$ cat src/rtl/conv_serial_pkg.sv
package conv_serial_pkg;
    typedef enum logic [1:0] {
        PH_IDLE = 2'd0,
        PH_REF  = 2'd1,
        PH_DATA = 2'd2
    } phase_e;
endpackage

$ cat src/rtl/conv_edge_det.sv
module conv_edge_det (
    input  logic sck,
    input  logic rst_n,
    input  logic conv,
    output logic rise
);
    typedef struct packed {
        logic prev;
    } det_s;

    det_s st_d, st_q;

    always_comb begin
        st_d      = st_q;
        st_d.prev = conv;
    end

    always_ff @(posedge sck or negedge rst_n) begin
        if (!rst_n) st_q <= '0;
        else        st_q <= st_d;
    end

    assign rise = conv & ~st_q.prev;
endmodule

$ cat src/rtl/conv_frame_seq.sv
module conv_frame_seq
    import conv_serial_pkg::*;
#(
    parameter int FRAME_LEN = 14
) (
    input  logic   sck,
    input  logic   rst_n,
    input  logic   start,
    output logic   load,
    output phase_e phase
);
    localparam int CW = $clog2(FRAME_LEN + 1);
    localparam logic [CW-1:0] LAST = CW'(FRAME_LEN);

    typedef struct packed {
        logic [CW-1:0] cnt;
    } seq_s;

    seq_s st_d, st_q;
    logic accept;

    always_comb begin
        accept = start && ((st_q.cnt == '0) || (st_q.cnt == LAST));
        st_d   = st_q;
        if (accept)
            st_d.cnt = CW'(1);
        else if (st_q.cnt != '0 && st_q.cnt != LAST)
            st_d.cnt = st_q.cnt + CW'(1);
        else
            st_d.cnt = '0;
    end

    always_comb begin
        if (st_q.cnt == CW'(1))
            phase = PH_REF;
        else if (st_q.cnt >= CW'(2) && st_q.cnt < LAST)
            phase = PH_DATA;
        else
            phase = PH_IDLE;
    end

    assign load = accept;

    always_ff @(posedge sck or negedge rst_n) begin
        if (!rst_n) st_q <= '0;
        else        st_q <= st_d;
    end

    // inside a frame the count advances by one whatever conv does
    assert_frame_advances_R6: assert property (@(posedge sck) disable iff (!rst_n)
        (st_q.cnt != '0 && st_q.cnt != LAST) |=> st_q.cnt == $past(st_q.cnt) + CW'(1));

    // the count never passes the frame length
    assert_count_bounded_R2: assert property (@(posedge sck) disable iff (!rst_n)
        st_q.cnt <= LAST);

    // a start at the last cycle restarts the count at one
    assert_restart_R9: assert property (@(posedge sck) disable iff (!rst_n)
        (st_q.cnt == LAST && start) |=> st_q.cnt == CW'(1));
endmodule

$ cat src/rtl/conv_out_shift.sv
module conv_out_shift
    import conv_serial_pkg::*;
#(
    parameter int DATA_W = 12
) (
    input  logic              sck,
    input  logic              rst_n,
    input  logic              load,
    input  phase_e            phase,
    input  logic [DATA_W-1:0] sample,
    input  logic              ref_ok,
    output logic              dout,
    output logic              dout_oe
);
    typedef struct packed {
        logic [DATA_W-1:0] data;
        logic              bit_o;
        logic              oe;
    } sh_s;

    sh_s st_d, st_q;

    always_comb begin
        st_d = st_q;
        unique case (phase)
            PH_REF: begin
                st_d.bit_o = ref_ok;
                st_d.oe    = 1'b1;
            end
            PH_DATA: begin
                st_d.bit_o = st_q.data[DATA_W-1];
                st_d.data  = {st_q.data[DATA_W-2:0], 1'b0};
                st_d.oe    = 1'b1;
            end
            default: begin
                st_d.bit_o = 1'b0;
                st_d.oe    = 1'b0;
            end
        endcase
        if (load)
            st_d.data = sample;
    end

    always_ff @(posedge sck or negedge rst_n) begin
        if (!rst_n) st_q <= '0;
        else        st_q <= st_d;
    end

    assign dout    = st_q.bit_o;
    assign dout_oe = st_q.oe;

    // a disabled line always carries zero
    assert_quiet_when_off_R7: assert property (@(posedge sck) disable iff (!rst_n)
        !dout_oe |-> !dout);

    // the cycle after an accepted start leaves the line disabled
    assert_first_cycle_off_R2: assert property (@(posedge sck) disable iff (!rst_n)
        load |=> !dout_oe);

    // the status phase drives the line with ref_ok
    assert_ref_bit_R3: assert property (@(posedge sck) disable iff (!rst_n)
        (phase == PH_REF) |=> (dout_oe && dout == $past(ref_ok)));
endmodule

$ cat src/rtl/conv_serial_seq.sv
module conv_serial_seq
    import conv_serial_pkg::*;
#(
    parameter int DATA_W = 12
) (
    input  logic              sck,
    input  logic              rst_n,
    input  logic              conv,
    input  logic [DATA_W-1:0] sample,
    input  logic              ref_ok,
    output logic              dout,
    output logic              dout_oe
);
    localparam int FRAME_LEN = DATA_W + 2;

    logic   rise;
    logic   load;
    phase_e phase;

    conv_edge_det u_det (
        .sck   (sck),
        .rst_n (rst_n),
        .conv  (conv),
        .rise  (rise)
    );

    conv_frame_seq #(.FRAME_LEN(FRAME_LEN)) u_seq (
        .sck   (sck),
        .rst_n (rst_n),
        .start (rise),
        .load  (load),
        .phase (phase)
    );

    conv_out_shift #(.DATA_W(DATA_W)) u_sh (
        .sck     (sck),
        .rst_n   (rst_n),
        .load    (load),
        .phase   (phase),
        .sample  (sample),
        .ref_ok  (ref_ok),
        .dout    (dout),
        .dout_oe (dout_oe)
    );

    // a start line that stays high yields no accepted start
    assert_held_high_no_start_R8: assert property (@(posedge sck) disable iff (!rst_n)
        ($past(conv) && conv) |-> !load);
endmodule

$ cat config.mk
export PLATFORM = sky130hd
export DESIGN_NAME = conv_serial_seq
export DESIGN_NICKNAME = d
export VERILOG_FILES = /design/src/rtl/conv_serial_pkg.sv /design/src/rtl/conv_edge_det.sv /design/src/rtl/conv_frame_seq.sv /design/src/rtl/conv_out_shift.sv /design/src/rtl/conv_serial_seq.sv
export SDC_FILE = /design/constraint.sdc
export NUM_CORES = 1
export LEC_CHECK = 0
export BUFFER_PORTS_ARGS = -buffer_cell sky130_fd_sc_hd__clkbuf_2
export CAP_MARGIN = 10
export CELL_PAD_IN_SITES_DETAIL_PLACEMENT = 1
export CELL_PAD_IN_SITES_GLOBAL_PLACEMENT = 2
export CORE_UTILIZATION = 33
export CTS_CLUSTER_SIZE = 8
export DETAILED_ROUTE_END_ITERATION = 6
export PLACE_DENSITY_LB_ADDON = 0.2
export SLEW_MARGIN = 20
export SYNTH_ARGS = -nofsm -noshare
export SYNTH_HDL_FRONTEND = slang
export SYNTH_SLANG_ARGS = --single-unit
$ cat constraint.sdc
create_clock -name sck -period 2.04 [get_ports sck]
set_input_delay 0.408 -clock sck [delete_from_list [all_inputs] [get_ports sck]]
set_output_delay 0.408 -clock sck [all_outputs]
set_load 0.005 [all_outputs]
# == Word-level counts from Yosys, hierarchy flattened ==
# Cells that the tools add are included.
# totals
ff_bits,19
input_bits,16
output_inout_bits,2
elab_cells,29
# op_classes
add_sub_neg,1
order_cmp,2
eq_ne,5
muxes,7
bitwise,2
reduce_logical,7
# ops
cell,n
12-bit 2-to-1 mux,2
4-bit 2-to-1 mux,2
"4-bit by 1-bit adder with 4-bit output, second input constant",1
"4-bit by 1-bit == test with 1-bit output, second input constant",1
"4-bit == test, second input constant",1
"4-bit by 2-bit >= comparator with 1-bit output, second input constant",1
4-bit logical NOT,1
"4-bit < comparator, second input constant",1
2-bit 2-to-1 mux,2
"4-bit inequality test, second input constant",1
2-bit case mux with 2 select lines,1
4-bit nonzero test,1
1-bit logical AND,3
"2-bit by 1-bit == test with 1-bit output, second input constant",1
"2-bit == test, second input constant",1
2-bit nonzero test,1
1-bit AND,1
1-bit logical OR,1
1-bit inverter,1

# == Longest topological paths before layout ==
# Gate-level depths: netlist of the first run.
# depth
depth_word,7
ltp_mapped,7
ltp_nobuf,6

# == By module ==
# Synthesis of the first run repeated with hierarchy kept, for this count alone.
# unflattened
cells_unflattened,96
hier_area_um2,1038.5
# by_module_without_submodules
mod,instances,cells_each,area_per_inst_um2,seq_area_each_um2
conv_out_shift,1,61,660.6,350.3
conv_frame_seq,1,33,339.1,100.1
conv_edge_det,1,2,38.8,25.0

# == Worst setup path before layout of the first run ==
# Ideal clock, no wire load.
# synth_timing
kind,register to register
from,register u_seq.st_q[1] in the netlist's numbering
to,register u_sh.st_q[12] in the netlist's numbering
setup_time_ns,0.126
t_arrival_ns,1.500
required_time_ns,1.914
slack_ns,0.414
path_stages_with_launch,8
n_path_buf,1
synth_period_minus_slack_ns,1.626
cell_sequence,dfrtp_1 > inv_1 > ha_1 > nand2b_1 > a21oi_4 > buf_6 > mux2i_1 > a21oi_1
# synth_via
elab_chain_cells,6
word_cells_on_any_way,13
cone_classes,2 x order compare; 3 x eq/ne; 3 x mux; 5 x reduce/logical
# synth_lines
item,line_no,text
start: declaration,conv_frame_seq.sv:19,"seq_s st_d, st_q;"
start signal: assignment,conv_frame_seq.sv:46,else st_q <= st_d;
4-bit by 2-bit >= comparator with 1-bit output / 4-bit < comparator (equally long branches),conv_frame_seq.sv:36,else if (st_q.cnt >= CW'(2) && st_q.cnt < LAST)
1-bit logical AND,conv_frame_seq.sv:36,
2-bit 2-to-1 mux,conv_frame_seq.sv:36,
2-bit 2-to-1 mux,conv_frame_seq.sv:34,if (st_q.cnt == CW'(1))
2-bit == test,conv_out_shift.sv:25,unique case (phase)
2-bit nonzero test (no source line),-,
end signal: assignment,conv_out_shift.sv:46,else st_q <= st_d;
end: declaration,conv_out_shift.sv:21,"sh_s st_d, st_q;"
# Several ways; a longest one is shown, not always the timed one.
# A chain may end at the register's enable or synchronous reset.

# == Final worst setup path of the first run ==
# layout_timing
from,register u_seq.st_q[1] in the netlist's numbering
to,register u_sh.st_q[2] in the netlist's numbering
# The elaborated chain is that of the path after synthesis.

==> reports/results.ini, run 1 <==
[outcome]
outcome=finished, final reports clean

[timing]
finClkSkew_ps=11.4
maxSlewHeadroom=0.584
rsz0062_at_grt=false
worstMarginPinSlew_ps=622
finalCritPeriodShare=0.887
setup_viol=0
hold_violations=0
clock.fmax_mhz=552
holdWs_ps=38.6
fin_crit_ps=1810
setup_slack_ps=230
slew_violations=0

[cts]
clk_pin_slew_ps=120
cts-root-buf=clkbuf_4
clk_path_buf_depth=2
htree_levels=1
cts.sinks=19
insertion_delay_ps=300
cts_hold_buf=0
cts_buffers=3
cts_tree=done
post_cts.repair.setup_buffers=0

[grt]
grt_pass1_wl_um=2890
track_usage=0.141
antenna_found_initial=0
overflow=0
grt_max_degree=26
grt_pass1_vias=627

[critical_path]
cp.arrival_ps=2040
path_class=reg -> reg
r2r_setup_slack_ps=230
required_ps=2270
start_kind=flip-flop
cp-end-kind=flip-flop
path_max_fanout=25

[detailed_routing]
routed_wl_um=1850
num_vias=681
ant_nets=0
drtIter0Drc=2
drt_pass1_iterations=2
wire_per_inst_um=13.6
drc=0
viasPerCell=5.01

[power_and_ir_drop]
power_density_mw_per_mm2=1520
combinationalPowerShare=0.471
total_power_mw=1.65
pwr-share-seq=0.411
p_int_mw=1.02
p_switching_mw=0.626
leakagePower_nw=0.568
p_sw_frac=0.379
peakVddDrop_v=0.000927
p_clk_frac=0.118

[logic_synthesis]
syn_area_per_cell_um2=10.7
async_reset_ff_frac=1.00
synth_edf_count=0
synthCells=86
synth_top_area_share=0.515
syn_area_um2=923
yosysMostFrequentCell=dfrtp_1
yosys_warnings=0
seq_area_frac_synth=0.515
synth-seq-cells=19
synth.top_cells.by_count=19 x dfrtp_1, 13 x a21oi_1, 13 x nor2_1
syn_nets=106
synth_ff_type=dfrtp_1
yosysUniqueCellTypes=21
synthTopCellsByArea=dfrtp_1 51%, mux2i_1 12%, a21oi_1 7.0%
yosysTopAreaCell=dfrtp_1

[layout]
antenna_cells=0
nFillCells=308
layout-area-overhead-vs-synth_pct=17.6
drive_above_1_share=0.245
nets=127

[min_path]
hp-class=in -> async

[placed_design]
dp_hpwl_um=1320
dpl_worst_slack_ps=-1.30
routabilityCongestion=0.692
io_buffer_count=17

[die]
die_w_um=54.9
row_count=18
die_y_um=54.9
ios=18
core_area_mm2=0.00257
start_util=0.360
die_area_mm2=0.00301

[job]
drv_cap=0

## cell type report
| type | count | area (um2) | area share |
|---|---|---|---|
| Timing Repair Buffer | 19 | 113 | 0.104 |
| Sequential cell | 19 | 475 | 0.438 |
| Tap cell | 30 | 37.5 | 0.0346 |
| Clock buffer | 3 | 22.5 | 0.0207 |
| Multi-Input combinational cell | 60 | 418 | 0.385 |
| Inverter | 4 | 15.0 | 0.0138 |
| Clock inverter | 1 | 5.00 | 0.00461 |
## state kept, by name, summed over array words and instances, names as in the netlist
signal	cells
u_seq.st_q	4
u_det.st_q	1
u_sh.dout_oe	1
u_sh.dout	1
u_sh.st_q	12
## worst max-delay path, stage by stage (launching register included)
cell      delay, ps
dfrtp_1         480
ha_1            240
and3_1          240
o21ai_4         530
nand3b_1        150
o21ai_0         100
## power groups by stage
stage                     Clock (mW)  Sequential, mW  Combinational, mW
after floorplan                    0           0.653              0.583
after global placement             0           0.677              0.760
after detailed placement           0           0.687              0.784
after CTS                      0.207           0.678              0.792
after global routing           0.224           0.710              0.879
final                          0.195           0.678              0.777
## per-layer routing
layer,GRT usage,up-vias,part of all wire
met4,0.0750,0,0.016
met5,0,-,0
li1,-,342,-
met1,0.200,321,0.51
met2,0.201,14,0.44
met3,0.0246,4,0.029
## kinds of logic (layout without fill, tap and decap cells)
kind of cell	after synthesis	in the layout	share of synthesized area
AND/OR/NAND/NOR	23	23	0.117
flip-flops	19	19	0.515
AO/OA/AOI/OAI	22	22	0.149
adder cells (fa/ha/maj)	4	4	0.0542
multiplexers	11	11	0.119
buffers and inverters	7	27	0.0461
## cells in the final DEF, fill, tap and decap left out, drive strengths merged, types with 2 or more instances in the layout
master / instances
clkbuf: 20
ha: 4
nor3b: 2
o21ai: 3
mux2i: 11
inv: 4
a31oi: 2
a21oi: 14
nand2: 3
and3: 2
nor2: 13
dfrtp: 19
buf: 2
## worst paths after layout
check / endpoint / start / depth (start not counted)
max: u_sh.st_q[2] / u_seq.st_q[1] / 5
min: u_seq.st_q[0] / rst_n / 1
max reg2reg: u_sh.st_q[2] / u_seq.st_q[1] / 5
min reg2reg: u_sh.dout / u_sh.st_q[13] / 1
max in group asynchronous: u_sh.st_q[13] / rst_n / 1
min in group sck: u_det.st_q / conv / 1
## through the flow
stage	cells	util	setup TNS [ps]	instance area [um2]
floorplan	86	-	0	923
CTS	136	0.421	0	1080
global route	136	0.423	0	1090
detailed placement	132	0.407	-1.30	1050
global placement	132	0.407	0	1050
finish	136	0.423	0	1090
## what timing repair did
action,in CTS,in global routing
endpoints found under the setup margin,4,1
cloned,0,0
gates resized for setup,1,1
Note: power is estimated with default switching activity, not from simulation.
==> inputs of run 2 (changes only) <==
- BUFFER_PORTS_ARGS: -buffer_cell sky130_fd_sc_hd__clkbuf_2 -> unset
- CORE_UTILIZATION: 33 -> 35
- DONT_BUFFER_PORTS: unset -> 1
- clock period: 2.04 -> 2.34 ns (I/O delays scaled with it)
==> reports/results.ini, run 2 (synthesis results as in run 1) <==
[outcome]
outcome=finished, final reports clean

[die]
start_util=0.373  ; +0.0131
row_count=18  ; unchanged
die_area_mm2=0.00285  ; -5.5%
core_area_mm2=0.00248  ; -3.5%
die_y_um=53.4  ; -2.8%
ios=18  ; unchanged
die_w_um=53.4  ; -2.8%

[layout]
layout.cells.non_filler=119  ; -13%
layout-area-overhead-vs-synth_pct=5.83
top_register=u_sh.st_q
final_common_cell=dfrtp_1
final_cell_mix=19 x dfrtp_1, 13 x nor2_1, 13 x a21oi_1, 11 x mux2i_1
antenna_cells=0  ; unchanged
largest_register_ffs=12  ; unchanged
nFillCells=289  ; -6.2%
drive_above_1_share=0.0674  ; -0.178
nets=110  ; -13%
reg_top3=u_sh.st_q (12), u_seq.st_q (4)

[cts]
cts_buffers=3  ; unchanged
post_cts.repair.setup_buffers=0  ; unchanged
cts-root-buf=clkbuf_4
cts_resized=0  ; -1
cts_tree=done
insertion_delay_ps=290  ; about the same
clk_path_buf_depth=2  ; unchanged
htree_levels=1  ; unchanged
clk_pin_slew_ps=100  ; -20 ps
cts.sinks=19  ; unchanged

[critical_path]
start_kind=flip-flop
path_class=reg -> reg
crit_chain=inv_1 > ha_1 > nand2b_1 > a21oi_4 > mux2i_1 > a21oi_1
cp_num_buf_inv=1  ; +1
crit_family=compound AO/OA/AOI/OAI gates
r2r_setup_slack_ps=400  ; +170 ps
cp-end-kind=flip-flop
path_max_fanout=13  ; -48%
cp.arrival_ps=2120  ; +80 ps
cp_slowest_cell=dfrtp_1
required_ps=2520  ; +250 ps
slowest_delay_ps=480  ; -50 ps

[timing]
hold_violations=0  ; unchanged
slew_violations=0  ; unchanged
clock.fmax_mhz=516  ; -6.6%
worstMarginPinSlew_ps=850  ; +229 ps
rsz0062_at_grt=false
setup_viol=0  ; unchanged
finClkSkew_ps=1.38  ; -9.97 ps
fin_crit_ps=1940  ; +128 ps
finalCritPeriodShare=0.828  ; -0.0589
maxSlewHeadroom=0.431  ; -0.153
setup_tns_ps=0  ; unchanged

[grt]
track_usage=0.144  ; +0.00307
grt_pass1_vias=643  ; +2.6%
grt_pass1_wl_um=2840  ; -1.7%
grt_max_degree=25  ; -3.8%
grt_use_met3=0.0374  ; +0.0128
grtUsageMet2=0.217  ; +0.0159
antenna_found_initial=0  ; unchanged
use_met1=0.184  ; -0.0165
overflow=0  ; unchanged
top_usage_layer=met2

[detailed_routing]
routed_wl_um=1650  ; -11%
ant_nets=0  ; unchanged
drc=0  ; unchanged
drt_pass1_iterations=2  ; unchanged
wire_per_inst_um=13.8  ; +1.7%
num_vias=627  ; -7.9%
viasPerCell=5.27  ; +5.2%
drtIter0Drc=1  ; -1

[placed_design]
dp_hpwl_um=1200  ; -9.2%
routabilityCongestion=0.678  ; -2.0%
io_buffer_count=0  ; -17
dp.cells=114  ; -14%

[power_and_ir_drop]
leakagePower_nw=0.485  ; -14%
peakVddDrop_v=0.000478  ; -48%
power_density_mw_per_mm2=1350  ; -11%

[min_path]
hp-class=in -> reg

[job]
drv_cap=0  ; unchanged

-- run 2: cell types whose count changed in the layout (fill, tap and decap cells not counted), sizes merged --
cell,delta
clkbuf,-16
buf,-1
clkinv,-1
dlygate4sd3,+1
-- run 2: through the flow --
stage / power, mW / worst slack, ps / area, um2 / util / hold WS (ps)
floorplan: 1.08 / 714 / 923 / - / 172
global placement: 1.14 / 514 / 941 / 0.380 / 173
detailed placement: 1.17 / 396 / 941 / 0.380 / 173
CTS: 1.35 / 376 / 977 / 0.394 / 174
global route: 1.46 / 249 / 977 / 0.394 / 158
finish: 1.32 / 401 / 977 / 0.394 / 191
-- run 2: worst paths after layout --
| check | startpoint | end | cells after the start |
|---|---|---|---|
| worst max-delay path | u_seq.st_q[1] | u_sh.st_q[4] | 6 |
| worst min-delay path | conv | u_det.st_q | 0 |
| worst max register to register | u_seq.st_q[1] | u_sh.st_q[4] | 6 |
| worst min register to register | u_det.st_q | u_seq.st_q[0] | 3 |
| max in group asynchronous | rst_n | u_sh.st_q[5] | 1 |
| min in group asynchronous | rst_n | u_seq.st_q[3] | 1 |
-- run 2: final cells by class --
class | count | area, um2 | area share
well taps | 30 | 37.5 | 0.0384
inverters | 4 | 15.0 | 0.0154
multi-input cells | 60 | 405 | 0.415
clock buffers | 4 | 26.3 | 0.0269
flip-flops and latches | 19 | 475 | 0.487
repair buffers | 2 | 17.5 | 0.0179
-- run 2: report_power, final --
group / switching (mW) / total [mW] / internal, mW
Combinational: 0.283 / 0.561 / 0.278
Clock: 0.0974 / 0.164 / 0.0663
Sequential: 0.118 / 0.595 / 0.476
Total: 0.499 / 1.32 / 0.821
-- run 2: repair_timing --
item                                    CTS  global route
endpoints found under the setup margin    0             0
endpoints found under the hold margin    19             0
hold buffers                              1             0
-- run 2: per-layer routing --
metal  routed length (um)  vias to the layer above
li1                     -                      303
met1                  785                      303
met2                  738                       16
met3                   85                        5
met4                   39                        0
met5                    0                        -
-- run 2: worst register-to-register path: stages (launching register included) --
cell	delay, ps
dfrtp_1	480
inv_1	100
ha_1	220
nand2b_1	180
a21oi_4	460
mux2i_1	290
a21oi_1	90
